**src/rtl/tsp_pkg.sv**
```systemverilog
package tsp_pkg;

    typedef enum logic [1:0] {
        CMD_OFF  = 2'b00,
        CMD_LOW  = 2'b01,
        CMD_HIGH = 2'b10
    } cmd_t;

    typedef enum logic [1:0] {
        LV_MID = 2'b00,
        LV_LO  = 2'b01,
        LV_HI  = 2'b10,
        LV_BAD = 2'b11
    } level_t;

    typedef enum logic [1:0] {
        ST_OFF  = 2'b00,
        ST_LOW  = 2'b01,
        ST_HIGH = 2'b10
    } state_t;

endpackage

```
**src/rtl/tsp_sync.sv**
```systemverilog
module tsp_sync #(
    parameter int STAGES = 2,
    parameter int W      = 2
) (
    input  logic         clk,
    input  logic         rst_n,
    input  logic [W-1:0] d_i,
    output logic [W-1:0] q_o
);
    logic [W-1:0] pipe_q [STAGES];

    always_ff @(posedge clk or negedge rst_n) begin
        if (!rst_n) begin
            for (int i = 0; i < STAGES; i++) pipe_q[i] <= '0;
        end else begin
            pipe_q[0] <= d_i;
            for (int i = 1; i < STAGES; i++) pipe_q[i] <= pipe_q[i-1];
        end
    end

    assign q_o = pipe_q[STAGES-1];
endmodule

```
**src/rtl/tsp_level_classify.sv**
```systemverilog
module tsp_level_classify
    import tsp_pkg::*;
(
    input  logic   hi_i,
    input  logic   lo_i,
    output level_t level_o
);
    always_comb begin
        unique case ({hi_i, lo_i})
            2'b10:   level_o = LV_HI;
            2'b01:   level_o = LV_LO;
            2'b11:   level_o = LV_BAD;
            default: level_o = LV_MID;
        endcase
    end
endmodule

```
**src/rtl/tsp_window_timer.sv**
```systemverilog
module tsp_window_timer
    import tsp_pkg::*;
#(
    parameter int HOLD_CYC = 8
) (
    input  logic   clk,
    input  logic   rst_n,
    input  level_t level_i,
    output logic   hold_done_o
);
    localparam int CW = (HOLD_CYC > 1) ? $clog2(HOLD_CYC) : 1;
    localparam logic [CW-1:0] LAST = CW'(HOLD_CYC - 1);

    logic [CW-1:0] cnt_q;
    logic          in_win;

    assign in_win = (level_i == LV_MID);

    always_ff @(posedge clk or negedge rst_n) begin
        if (!rst_n) begin
            cnt_q <= '0;
        end else if (!in_win) begin
            cnt_q <= '0;
        end else if (cnt_q != LAST) begin
            cnt_q <= cnt_q + 1'b1;
        end
    end

    assign hold_done_o = in_win && (cnt_q == LAST);
endmodule

```
**src/rtl/tsp_cmd_fsm.sv**
```systemverilog
module tsp_cmd_fsm
    import tsp_pkg::*;
(
    input  logic       clk,
    input  logic       rst_n,
    input  level_t     level_i,
    input  logic       hold_done_i,
    output logic [1:0] cmd_o,
    output logic       shutdown_o
);
    state_t state_q, state_d;

    always_comb begin
        state_d = state_q;
        unique case (level_i)
            LV_HI:  state_d = ST_HIGH;
            LV_LO:  state_d = ST_LOW;
            LV_MID: if (hold_done_i) state_d = ST_OFF;
            LV_BAD: state_d = state_q;
        endcase
    end

    always_ff @(posedge clk or negedge rst_n) begin
        if (!rst_n) state_q <= ST_OFF;
        else        state_q <= state_d;
    end

    always_comb begin
        unique case (state_q)
            ST_HIGH: begin cmd_o = CMD_HIGH; shutdown_o = 1'b0; end
            ST_LOW:  begin cmd_o = CMD_LOW;  shutdown_o = 1'b0; end
            default: begin cmd_o = CMD_OFF;  shutdown_o = 1'b1; end
        endcase
    end
endmodule

```
**src/rtl/tsp_decoder.sv**
```systemverilog
module tsp_decoder
    import tsp_pkg::*;
#(
    parameter int SYNC_STAGES = 2,
    parameter int HOLD_CYC    = 8
) (
    input  logic       clk,
    input  logic       rst_n,
    input  logic       hi_cmp_i,
    input  logic       lo_cmp_i,
    output logic [1:0] cmd_o,
    output logic       shutdown_o
);
    logic [1:0] sync_q;
    logic       hi_sync, lo_sync;
    level_t     level;
    logic       hold_done;

    tsp_sync #(.STAGES(SYNC_STAGES), .W(2)) u_sync (
        .clk(clk), .rst_n(rst_n),
        .d_i({hi_cmp_i, lo_cmp_i}), .q_o(sync_q)
    );

    assign hi_sync = sync_q[1];
    assign lo_sync = sync_q[0];

    tsp_level_classify u_cls (
        .hi_i(hi_sync), .lo_i(lo_sync), .level_o(level)
    );

    tsp_window_timer #(.HOLD_CYC(HOLD_CYC)) u_timer (
        .clk(clk), .rst_n(rst_n), .level_i(level), .hold_done_o(hold_done)
    );

    tsp_cmd_fsm u_fsm (
        .clk(clk), .rst_n(rst_n), .level_i(level), .hold_done_i(hold_done),
        .cmd_o(cmd_o), .shutdown_o(shutdown_o)
    );
endmodule

```
**config.mk**
```make
export PLATFORM = sky130hd
export DESIGN_NAME = tsp_decoder
export DESIGN_NICKNAME = d
export VERILOG_FILES = /design/src/rtl/tsp_pkg.sv /design/src/rtl/tsp_sync.sv /design/src/rtl/tsp_level_classify.sv /design/src/rtl/tsp_window_timer.sv /design/src/rtl/tsp_cmd_fsm.sv /design/src/rtl/tsp_decoder.sv
export SDC_FILE = /design/constraint.sdc
export NUM_CORES = 1
export LEC_CHECK = 0
export ABC_AREA = 1
export BUFFER_PORTS_ARGS = -buffer_cell sky130_fd_sc_hd__buf_4
export CAP_MARGIN = 10
export CORE_AREA = 2 2 39 41
export DETAILED_ROUTE_END_ITERATION = 7
export DIE_AREA = 0 0 41 43
export GPL_ROUTABILITY_DRIVEN = 1
export PLACE_DENSITY = 0.49
export SLEW_MARGIN = 40
export SYNTH_ARGS = -nofsm -noshare
export SYNTH_HDL_FRONTEND = slang
export SYNTH_SLANG_ARGS = --single-unit
```
**constraint.sdc**
```tcl
create_clock -name clk -period 1.2 [get_ports clk]
set_clock_uncertainty 0.2 [all_clocks]
set_input_delay 0.18 -clock clk [delete_from_list [all_inputs] [get_ports clk]]
set_output_delay 0.18 -clock clk [all_outputs]
set_load 0.05 [all_outputs]
```
# --- Yosys cells after proc, flatten, opt, wreduce, memory -nomap -nowiden ---
# Cells that the tools add are included.
# W data, S select, Z words.
totals:
  register_bits: 9
  latch_bits: 0
  ramBits: 0
  rom_bits: 0
  output_inout_bits: 3
  wordCells: 29
  memories: 0
op_classes:
  addsub: 1
  mul: 0
  div_mod_pow: 0
  order_cmp: 0
  n_eq_ne: 12
  shift: 0
  n_mux: 7
  n_bitwise: 1
  reduce_logical: 4
op_table:
  columns: ["cell", "count"]
  rows:
  - ["$pmux W2 S3", 2]
  - ["$eq A2 B2 Y1 const B", 5]
  - ["$eq A2 B1 Y1 const B", 3]
  - ["$mux W3", 2]
  - ["$ne A2 B2 Y1 const B", 2]
  - ["$pmux W2 S2", 1]
  - ["$add A3 B1 Y3 const B", 1]
  - ["$eq A3 B3 Y1 const B", 1]
  - ["$ne A3 B3 Y1 const B", 1]
  - ["$logic_not A2 Y1", 1]
  - ["$mux W2", 1]
  - ["$reduce_and A2 Y1", 1]
  - ["$reduce_or A2 Y1", 1]
  - ["$logic_and A1 B1 Y1", 1]
  - ["$mux W1", 1]
  - ["$not A1 Y1", 1]

# --- Depth between registers and ports, before layout ---
depth:
  word_depth: 6
  ltp_mapped: 7
  depth_no_buf: 7

# --- By module ---
# A second synthesis with hierarchy kept.
hier_totals:
  cells_unflattened: 45
  hier_area_um2: 421.7
by_module_without_submodules:
  columns: ["module", "instances", "cells_each", "area_per_inst_um2", "seq_area_each_um2"]
  rows:
  - ["tsp_window_timer", 1, 22, 180.2, 75.1]
  - ["tsp_cmd_fsm", 1, 15, 118.9, 50.0]
  - ["tsp_sync", 1, 6, 115.1, 100.1]
  - ["tsp_level_classify", 1, 2, 7.5, 0.0]

# --- Worst setup path after synthesis ---
# OpenSTA, ideal clock, no wires.
synth_timing:
  path_kind: "register -> output"
  start: "reg u_fsm.state_q[0]"
  end: "out shutdown_o"
  arrival_ps: 926
  required_time_ps: 820
  setup_slack_ps: -106
  stages_incl_launch_ff: 3
  n_path_buf: 0
  path_cell_list: "dfrtp_1 inv_1 ha_1"
synth_between:
  elab_chain_cells: 3
  word_cells_on_any_way: 4
  cone_classes: "eq/ne (2); mux (1); reduce/logical (1)"
synth_lines:
  columns: ["element", "line_no", "source"]
  rows:
  - ["from (decl)", "tsp_cmd_fsm.sv:11", "state_t state_q, state_d;"]
  - ["from (signal assigned)", "tsp_cmd_fsm.sv:25", "else state_q <= state_d;"]
  - ["$eq A2 B2 Y1 / $eq A2 B1 Y1 (equally long branches)", "tsp_cmd_fsm.sv:29", "unique case (state_q)"]
  - ["$reduce_or A2 Y1 (no source line) (*)", null, null]
  - ["$mux W1 (*)", "tsp_cmd_fsm.sv:29", null]
  - ["to (decl)", "tsp_decoder.sv:12", "output logic shutdown_o"]
# Every way passes the cells marked *; elsewhere a longest branch is shown, timed or not.

# --- Worst setup path in the final report ---
layout_timing:
  start: "reg u_fsm.state_q[1]"
  end: "out shutdown_o"
# The elaborated chain is that of the path after synthesis.

==> metrics.csv <==
stage;metric;value;unit
status;outcome;finished with violations;
status;violations;negative setup slack;
sta;setup_viol;8;
final_layout;nFillCells;135;
cts;clk_latency;0.26;ns
cts;cts_tree;done;
synth;syn_nets;46;
drt;wl_per_cell;8.86;microns
global_route;grt_max_degree;10;
worst_setup_path;crit_required;0.82;ns
synth;yosysTopAreaCell;dfrtp_1;
synth;synth_edf_count;0;
cts;htree_levels;1;
synth;netlist_area;382;sq um
placed_design;gp_congestion;0.709;
global_route;grt_pass1_wl;1150;microns
worst_setup_path;worstSetupPathType;reg -> out;
sta;slew_headroom;88.4;%
synth;synth_common_cells;14 x nand2_1, 9 x dfrtp_1, 7 x inv_1;
worst_setup_path;r2r_start;u_timer.cnt_q[1];
flow_run;cap_violations;0;
final_layout;drive_gt1_share;53.7;%
final_layout;regArea;225;sq um
global_route;grt_pass1_vias;306;
sta;finalHoldViolCount;0;
drt;vias;282;
cts;clock_path_buffers;2;
synth;synth_cell_type_count;8;
drt;initialDrtViolationCount;4;
cts;cts_root_buf;clkbuf_4;
drt;drc;0;
sta;fin_ws;-0.276;ns
worst_setup_path;cp-startpoint;u_fsm.state_q[1];
floorplan;die_area;0.00176;sq mm
floorplan;initial_core_util;27.6;%
sta;max_freq;677;MHz
drt;drt_pass1_iterations;2;
synth;synth_cells;38;
floorplan;ios;7;
synth;synth_top_area_share;59.0;%
sta;fin_tns_setup;-1.18;ns
synth;yosysSeqAreaShare;59.0;%
power;peakVddDrop;735;uV
final_layout;multi_input_comb_area;195;sq um
cts;numCtsBuffers;3;
sta;final_max_slew_viol_count;0;
synth;async_reset_ff_share;100;%
cts;clk_pin_slew;0.06;ns
global_route;track_usage;10.0;%
drt;vias_per_cell;4.03;
synth;synth.most_common_cell;nand2_1;
sta;whs;0.0772;ns
floorplan;die_h;43;microns
worst_setup_path;endpoint_kind;primary output;
sta;finalCritPeriodShare;123;%
floorplan;rows;14;
power;p_leak;0.314;nW
placed_design;placed_area;482;sq um
worst_setup_path;path_max_fanout;3;
floorplan;core;0.00138;sq mm
sta;worst_pin_slew;0.174;ns
power;total_power;0.000744;W
drt;ant_nets;0;
synth;ys_ff_latch;9;
global_route;grt_antenna_before_repair;0;
placed_design;port_buffers;6;
hold_path;hold_class;in -> async;
cts;cts.sinks;9;
sta;rsz0062_at_grt;yes;
final_layout;syn2layout_area_growth;62.6;%
sta;period_needed;1.48;ns
synth;yosysWarnings;0;
final_layout;design_area;621;sq um
drt;routed_wirelength;620;microns
final_layout;finalNetCount;63;
global_route;grt-ovfl-total;0;
placed_design;dpl.hpwl;415;microns
worst_setup_path;critical_path_arrival;1.10;ns
floorplan;die_w;41;microns
worst_setup_path;critPathLaunchType;register;
synth;synthTopCellsByArea;dfrtp_1 59%, nand2_1 14%, ha_1 13%;
final_layout;antenna_cells;0;
placed_design;dpl_worst_slack;-0.0950;ns
synth;synthFlopType;dfrtp_1;
power;powerDensity;1200;mW/mm^2
synth;syn_area_per_cell;10.0;sq um
worst_setup_path;r2r_slack;-0.10;ns
[power breakdown]
group          total [W]  switching [W]  internal, W
sequential      0.000333      0.0000135     0.000320
clock           0.000231       0.000108     0.000123
combinational   0.000180      0.0000941    0.0000860
[worst max-delay path, stage by stage, from the launching register on]
cell	delay, ns
dfrtp_1	0.42
ha_4	0.29
buf_8	0.13
[layout make-up]
| cell class | instances | area share, % |
|---|---|---|
| Clock buffer | 3 | 3.63 |
| Clock inverter | 1 | 0.806 |
| Inverter | 7 | 4.64 |
| Multi-Input combinational cell | 22 | 31.5 |
| Sequential cell | 9 | 36.3 |
| Tap cell | 16 | 3.23 |
| Timing Repair Buffer | 12 | 20.0 |
[final timing paths]
check / end / cells after the start
hold reg to reg: u_sync.q_o[0] / 0
setup reg to reg: u_timer.cnt_q[1] / 7
min in group clk: u_sync.q_o[0] / 0
hold / removal: u_timer.cnt_q[0] / 2
max in group asynchronous: u_sync.pipe_q[3] / 2
setup / recovery: shutdown_o / 2
[per-stage QoR]
stage,util (%),std cells
2_1_floorplan,-,38
3_3_place_gp,34.8,62
3_5_place_dp,34.8,62
4_1_cts,43.9,70
5_1_grt,44.8,70
6_report,44.8,70
[cells by family after synthesis]
| logic type | count (synthesis) | share of synthesized area (%) |
|---|---|---|
| mux | 1 | 2.62 |
| buf+inv | 7 | 6.89 |
| flops | 9 | 59.0 |
| simple gates | 17 | 18.4 |
| fa+ha+maj | 4 | 13.1 |
[cells in the final DEF, fill, tap and decap left out, drive strengths merged]
cell / n
dfrtp: 9
nand2: 15
mux2i: 1
clkinv: 1
buf: 9
nor2: 1
ha: 4
inv: 7
nand3: 1
clkbuf: 3
dlygate4sd3: 3
[flip-flops by register name, summed over array words and instances, names as in the netlist]
register / flops
u_sync.q_o: 2
u_fsm.state_q: 2
u_sync.pipe_q: 2
u_timer.cnt_q: 3
[what timing repair did]
action	4_1_cts	5_1_grt
endpoints found under the setup margin	8	8
hold endpoints to repair	11	0
setup buffers	1	0
resized for setup	15	5
hold buffers	3	0
pin swaps	2	2
cloned	0	0
[metal layers]
layer / share of wire [%] / global-route usage [%] / up-vias
met5: 0 / 0 / -
met4: 0 / 2.00 / 0
met1: 39 / 11.5 / 126
met2: 52 / 15.3 / 10
met3: 8.2 / 6.28 / 0
li1: - / - / 146
(Power assumes the default switching activity.)
